===== src/rtl/hotplug_pkg.sv =====
package hotplug_pkg;

  typedef enum logic {ST_POLL = 1'b0, ST_READY = 1'b1} link_state_e;

  // strobes from control to datapath
  typedef struct packed {
    logic pollClr;
    logic lossClr;
    logic setChg;
  } dp_strobe_t;

  // counter status back to control
  typedef struct packed {
    logic pollAtZero;
    logic lossAtLast;
  } dp_status_t;

  localparam int REG_W   = 32;
  localparam int CHG_BIT = 16;

  function automatic longint unsigned nsToCycles(longint unsigned hz, longint unsigned ns);
    longint unsigned cyc;
    cyc = (hz * ns) / 64'd1_000_000_000;
    return (cyc < 64'd2) ? 64'd2 : cyc;
  endfunction

endpackage


===== src/rtl/hotplug_ctrl_fsm.sv =====
module hotplug_ctrl_fsm
  import hotplug_pkg::*;
(
  input  logic       clk,
  input  logic       rst,
  input  logic       sigValid,
  input  logic       rxInit,
  input  logic       phyRdy,
  input  dp_status_t dpStat,
  output dp_strobe_t dpStrb,
  output logic       comResetReq,
  output logic       linkReady
);

  link_state_e state, nextState;
  logic initSeen;
  logic lossFire;

  assign lossFire = (state == ST_READY) && !sigValid && dpStat.lossAtLast;

  always_comb begin
    nextState = state;
    case (state)
      ST_POLL:  if ((initSeen || rxInit) && phyRdy) nextState = ST_READY;
      ST_READY: if (lossFire) nextState = ST_POLL;
      default:  nextState = ST_POLL;
    endcase
  end

  always_ff @(posedge clk) begin
    if (rst) begin
      state    <= ST_POLL;
      initSeen <= 1'b0;
    end else begin
      state <= nextState;
      if (lossFire)
        initSeen <= 1'b0;
      else if (state == ST_POLL && rxInit)
        initSeen <= 1'b1;
    end
  end

  always_comb begin
    dpStrb.pollClr = (state == ST_READY);
    dpStrb.lossClr = (state != ST_READY) || sigValid;
    dpStrb.setChg  = (nextState != state);
  end

  assign linkReady   = (state == ST_READY);
  assign comResetReq = (state == ST_POLL) && !initSeen && dpStat.pollAtZero;

  // a request never lasts two cycles
  p_req_single_r2: assert property (@(posedge clk) disable iff (rst)
    comResetReq |=> !comResetReq);

  // ready is entered only with phy ready and an init seen
  p_enter_ready_r4: assert property (@(posedge clk) disable iff (rst)
    (linkReady && !$past(linkReady)) |-> ($past(phyRdy) && ($past(initSeen) || $past(rxInit))));

  // loss expiry leaves ready and re-issues a request
  p_loss_exit_r5: assert property (@(posedge clk) disable iff (rst)
    (linkReady && !sigValid && dpStat.lossAtLast) |=> (!linkReady && comResetReq));

endmodule


===== src/rtl/hotplug_ctrl_dp.sv =====
module hotplug_ctrl_dp
  import hotplug_pkg::*;
#(
  parameter longint unsigned POLL_CYC = 64'd12_500_000,
  parameter longint unsigned LOSS_CYC = 64'd25
) (
  input  logic             clk,
  input  logic             rst,
  input  dp_strobe_t       dpStrb,
  output dp_status_t       dpStat,
  input  logic             regWrEn,
  input  logic             regAddr,
  input  logic [REG_W-1:0] regWrData,
  output logic [REG_W-1:0] regRdData,
  output logic             irq
);

  localparam int POLL_W = $clog2(POLL_CYC);
  localparam int LOSS_W = $clog2(LOSS_CYC);
  localparam logic [POLL_W-1:0] POLL_LAST = POLL_W'(POLL_CYC - 64'd1);
  localparam logic [LOSS_W-1:0] LOSS_LAST = LOSS_W'(LOSS_CYC - 64'd1);

  logic [POLL_W-1:0] pollCnt;
  logic [LOSS_W-1:0] lossCnt;
  logic chgFlag, chgEn;
  logic clrHit, enWr;
  logic unusedWrBits;

  always_ff @(posedge clk) begin
    if (rst || dpStrb.pollClr)
      pollCnt <= '0;
    else if (pollCnt == POLL_LAST)
      pollCnt <= '0;
    else
      pollCnt <= pollCnt + 1'b1;
  end

  always_ff @(posedge clk) begin
    if (rst || dpStrb.lossClr)
      lossCnt <= '0;
    else if (lossCnt != LOSS_LAST)
      lossCnt <= lossCnt + 1'b1;
  end

  assign dpStat.pollAtZero = (pollCnt == '0);
  assign dpStat.lossAtLast = (lossCnt == LOSS_LAST);

  assign clrHit = regWrEn && (regAddr == 1'b0) && regWrData[CHG_BIT];
  assign enWr   = regWrEn && (regAddr == 1'b1);
  assign unusedWrBits = ^{regWrData[REG_W-1:CHG_BIT+1], regWrData[CHG_BIT-1:0]};

  always_ff @(posedge clk) begin
    if (rst) begin
      chgFlag <= 1'b0;
      chgEn   <= 1'b0;
    end else begin
      if (dpStrb.setChg)   chgFlag <= 1'b1;
      else if (clrHit)     chgFlag <= 1'b0;
      if (enWr)            chgEn   <= regWrData[CHG_BIT];
    end
  end

  always_comb begin
    regRdData = '0;
    if (regAddr == 1'b0) regRdData[CHG_BIT] = chgFlag;
    else                 regRdData[CHG_BIT] = chgEn;
  end

  assign irq = chgFlag & chgEn;

  // loss counter saturates at its last value
  p_loss_bound_r5: assert property (@(posedge clk) disable iff (rst)
    lossCnt <= LOSS_LAST);

  // activity or leaving ready restarts the loss timer
  p_loss_restart_r6: assert property (@(posedge clk) disable iff (rst)
    dpStrb.lossClr |=> (lossCnt == '0));

  // a state change always leaves the flag set
  p_flag_set_r7: assert property (@(posedge clk) disable iff (rst)
    dpStrb.setChg |=> chgFlag);

  // without a clear the flag holds
  p_flag_sticky_r8: assert property (@(posedge clk) disable iff (rst)
    (chgFlag && !clrHit) |=> chgFlag);

endmodule


===== src/rtl/hotplug_ctrl.sv =====
module hotplug_ctrl
  import hotplug_pkg::*;
#(
  parameter longint unsigned CLK_HZ  = 64'd125_000_000,
  parameter longint unsigned POLL_NS = 64'd100_000_000,
  parameter longint unsigned LOSS_NS = 64'd200
) (
  input  logic             clk,
  input  logic             rst,
  input  logic             sigValid,
  input  logic             rxInit,
  input  logic             phyRdy,
  input  logic             regWrEn,
  input  logic             regAddr,
  input  logic [REG_W-1:0] regWrData,
  output logic             comResetReq,
  output logic             linkReady,
  output logic             irq,
  output logic [REG_W-1:0] regRdData
);

  localparam longint unsigned POLL_CYC = nsToCycles(CLK_HZ, POLL_NS);
  localparam longint unsigned LOSS_CYC = nsToCycles(CLK_HZ, LOSS_NS);

  dp_strobe_t dpStrb;
  dp_status_t dpStat;

  hotplug_ctrl_fsm u_fsm (
    .clk         (clk),
    .rst         (rst),
    .sigValid    (sigValid),
    .rxInit      (rxInit),
    .phyRdy      (phyRdy),
    .dpStat      (dpStat),
    .dpStrb      (dpStrb),
    .comResetReq (comResetReq),
    .linkReady   (linkReady)
  );

  hotplug_ctrl_dp #(
    .POLL_CYC (POLL_CYC),
    .LOSS_CYC (LOSS_CYC)
  ) u_dp (
    .clk       (clk),
    .rst       (rst),
    .dpStrb    (dpStrb),
    .dpStat    (dpStat),
    .regWrEn   (regWrEn),
    .regAddr   (regAddr),
    .regWrData (regWrData),
    .regRdData (regRdData),
    .irq       (irq)
  );

endmodule


===== config.mk =====
export PLATFORM = sky130hd
export DESIGN_NAME = hotplug_ctrl
export DESIGN_NICKNAME = d
export VERILOG_FILES = /design/src/rtl/hotplug_pkg.sv /design/src/rtl/hotplug_ctrl_fsm.sv /design/src/rtl/hotplug_ctrl_dp.sv /design/src/rtl/hotplug_ctrl.sv
export SDC_FILE = /design/constraint.sdc
export NUM_CORES = 1
export LEC_CHECK = 0
export BUFFER_PORTS_ARGS = -buffer_cell sky130_fd_sc_hd__buf_4
export CORE_MARGIN = 10
export CORE_UTILIZATION = 48
export DETAILED_ROUTE_END_ITERATION = 10
export GPL_TIMING_DRIVEN = 0
export PLACE_DENSITY_LB_ADDON = 0.15
export SKIP_CTS_REPAIR_TIMING = 1
export SYNTH_ARGS = -nofsm -noshare
export SYNTH_HDL_FRONTEND = slang
export SYNTH_SLANG_ARGS = --single-unit

===== constraint.sdc =====
create_clock -name clk -period 1.9 [get_ports clk]
set_input_delay 0.475 -clock clk [delete_from_list [all_inputs] [get_ports clk]]
set_output_delay 0.475 -clock clk [all_outputs]
set_load 0.01 [all_outputs]

==> results by group <==
Setup path
  – Category of the most critical setup path: flop to primary output
  – Critical Path RT: 1.42 ns
  – Max FO, Critical Path: 3
  – Kind of start point of the critical path: flop
  – Critical path arrival: 1.57 ns
  – CP Capture Type: primary output

Clocking
  – Sink Count: 33
  – Clock Latency Late Sink: 0.28 ns
  – H-Tree Level Count: 2
  – CTS Buffer Depth: 2
  – Worst-path clk slew: 0.07 ns
  – Root Driver: clkbuf_8
  – CTS tree: done
  – CTS buffer count: 5

Floorplan
  – Rows: 22
  – # IOs: 74
  – Core area: 3690 µm²
  – Die ar.: 6690 µm²
  – Die span in x: 81.8 µm
  – Die height: 81.8 µm
  – Initial core utilization: 49.7%

Status
  – Failing checks: setup timing
  – Status: finished, violations left

Timing
  – Worst setup margin: -0.141 ns
  – Final Cycle Share: 107%
  – Setup TNS: -0.141 ns
  – RSZ-0062 raised after global routing: yes
  – Final setup fails: 1
  – Fin crit period: 2.04 ns
  – F_max: 490 MHz
  – Fin. Hold Viols: 0
  – Setup Skew: 0.00681 ns
  – Pins Over Slew Limit: 0

Synth
  – Warnings, synthesis: 0
  – Synth Flop Type: dfxtp_1
  – Cells after Synth: 218
  – Post-synth cell types: 32
  – Fraction of registers with async set/reset: 0%
  – Avg Inst Size Synth: 8.40 µm²
  – Sequential cell area fraction in the yosys report: 36.1%
  – Synth Cell Area: 1830 µm²
  – FF+latch count, synth: 33
  – Number of synthesized flops with an enable pin: 0

Power and ir drop
  – P per Cell Area: 616 nW/µm²
  – Total chip power: 1.43 mW
  – Leakage: 0.999 nW
  – VDD IR-drop max: 0.443 mV

Route
  – Final wirelength: 3860 µm
  – DRT Pass-1 Iters: 4
  – DRC violations left: 0
  – Vias per Instance: 4.84
  – Post-route ant nets: 0
  – DR WL/cell: 12.1 µm
  – Vias: 1545
  – Initial DRC count: 98

Final layout
  – Share of cells above drive strength 1: 29.2%
  – Layout Utilization: 62.9%
  – Area grow syn2layout: 26.6%
  – Final cell count without fillers: 319
  – Commonest non-fill, non-tap cell in the layout: buf_4
  – Ant. Diodes: 0
  – Most frequent cells in the layout: buf_4 (49), conb_1 (31), dfxtp_1 (25)
  – Nets@finish: 314

Placed design
  – Placer Congestion: 0.789
  – Place WS: -0.126 ns
  – Placed cells: 307
  – Port buffer count: 11
  – Post-DP HPWL: 2780 µm

Global route
  – Largest net degree at the start of global routing: 11
  – First-pass GRT wire length: 5890 µm
  – Initial antenna violation count: 0
  – Congestion Overflow GR: 0
  – Vias in the first global route: 1313
  – Tot GR Track Use: 11.2%

Flow run
  – Max-cap viol count: 0

Worst hold path
  – Worst hold path type: primary input to flop
## synthesized netlist by cell type, types with 2 or more instances
cell type / number / share of area (%)
buf_4: 33 / 14
dfxtp_1: 33 / 36
nor2_1: 22 / 4.5
a21oi_1: 13 / 3.6
nand2_1: 13 / 2.7
xor2_1: 11 / 5.3
inv_1: 9 / 1.8
nand4_1: 9 / 3.1
nand3_1: 8 / 2.2
o21ai_0: 8 / 2.2
nor4_1: 6 / 2.0
buf_2: 5 / 1.4
o31ai_1: 5 / 2.0
or3_1: 5 / 1.7
and2_1: 4 / 1.4
and4_1: 4 / 1.9
ha_1: 4 / 2.7
or4_1: 4 / 1.6
xnor2_1: 4 / 1.9
and3_1: 3 / 1.0
nand3b_1: 3 / 1.2
nand4b_1: 2 / 0.96
## metrics by stage
stage / instance area (µm²) / hold WS (ns)
after floorplan: 1940 / 0.435
after global placement: 2090 / 0.453
after detailed placement: 2090 / 0.457
after CTS: 2170 / 0.383
after global routing: 2320 / 0.390
final: 2320 / 0.391
## where the power goes
group,internal (mW),switching [mW]
Clock,0.287,0.236
Combinational,0.0949,0.0900
Sequential,0.704,0.0152
Total,1.09,0.341
## kinds of logic after synthesis
group                      share of synthesized area (%)
muxes                                              0.615
DFF                                                 36.1
AOI/OAI and AO/OA                                   9.63
and+or+nand+nor                                     26.0
other                                              0.205
xor gates and xnor gates                            7.17
buffers and inverters                               17.6
adders and majority gates                           2.73
## critical path, stage by stage, from the launching register on
cell     delay (ns)
dfxtp_4        0.36
nor4_4         0.29
nand4_1        0.14
nor4_2         0.32
buf_4          0.18
## layer usage
layer,global-route usage [%],vias to the layer above,share of wire [%]
met5,0,-,0
met4,5.10,0,1.9
met3,4.69,7,8.4
met2,17.4,37,46
met1,13.2,700,44
li1,-,801,-
## state kept, by name, indices dropped and copies added, names as in the netlist
register,flops
u_dp.lossCnt,5
u_fsm.initSeen,1
u_dp.chgFlag,1
u_dp.pollCnt,24
u_dp.chgEn,1
u_fsm.linkReady,1
## path summary, 6_finish.rpt
check | start | to | slack (ns) | cells after the start
worst max-delay path | u_dp.pollCnt[17]$_SDFF_PP0_ | comResetReq | -0.14 | 4
worst min-delay path | rst | u_fsm.linkReady$_SDFF_PP0_ | 0.39 | 2
worst max register to register | u_dp.pollCnt[0]$_SDFF_PP0_ | u_dp.pollCnt[12]$_SDFF_PP0_ | 0.07 | 7
worst min register to register | u_dp.chgEn$_SDFFE_PP0P_ | u_dp.chgEn$_SDFFE_PP0P_ | 0.46 | 2
## cell type report
type	count	area, µm²
Fill cell	353	1370
Multi-Input combinational cell	166	1050
Sequential cell	33	676
Buffer	40	297
Timing Repair Buffer	16	120
Clock buffer	7	86.3
Tap cell	48	60.1
Inverter	9	33.8
Note: power is estimated with default switching activity, not from simulation.
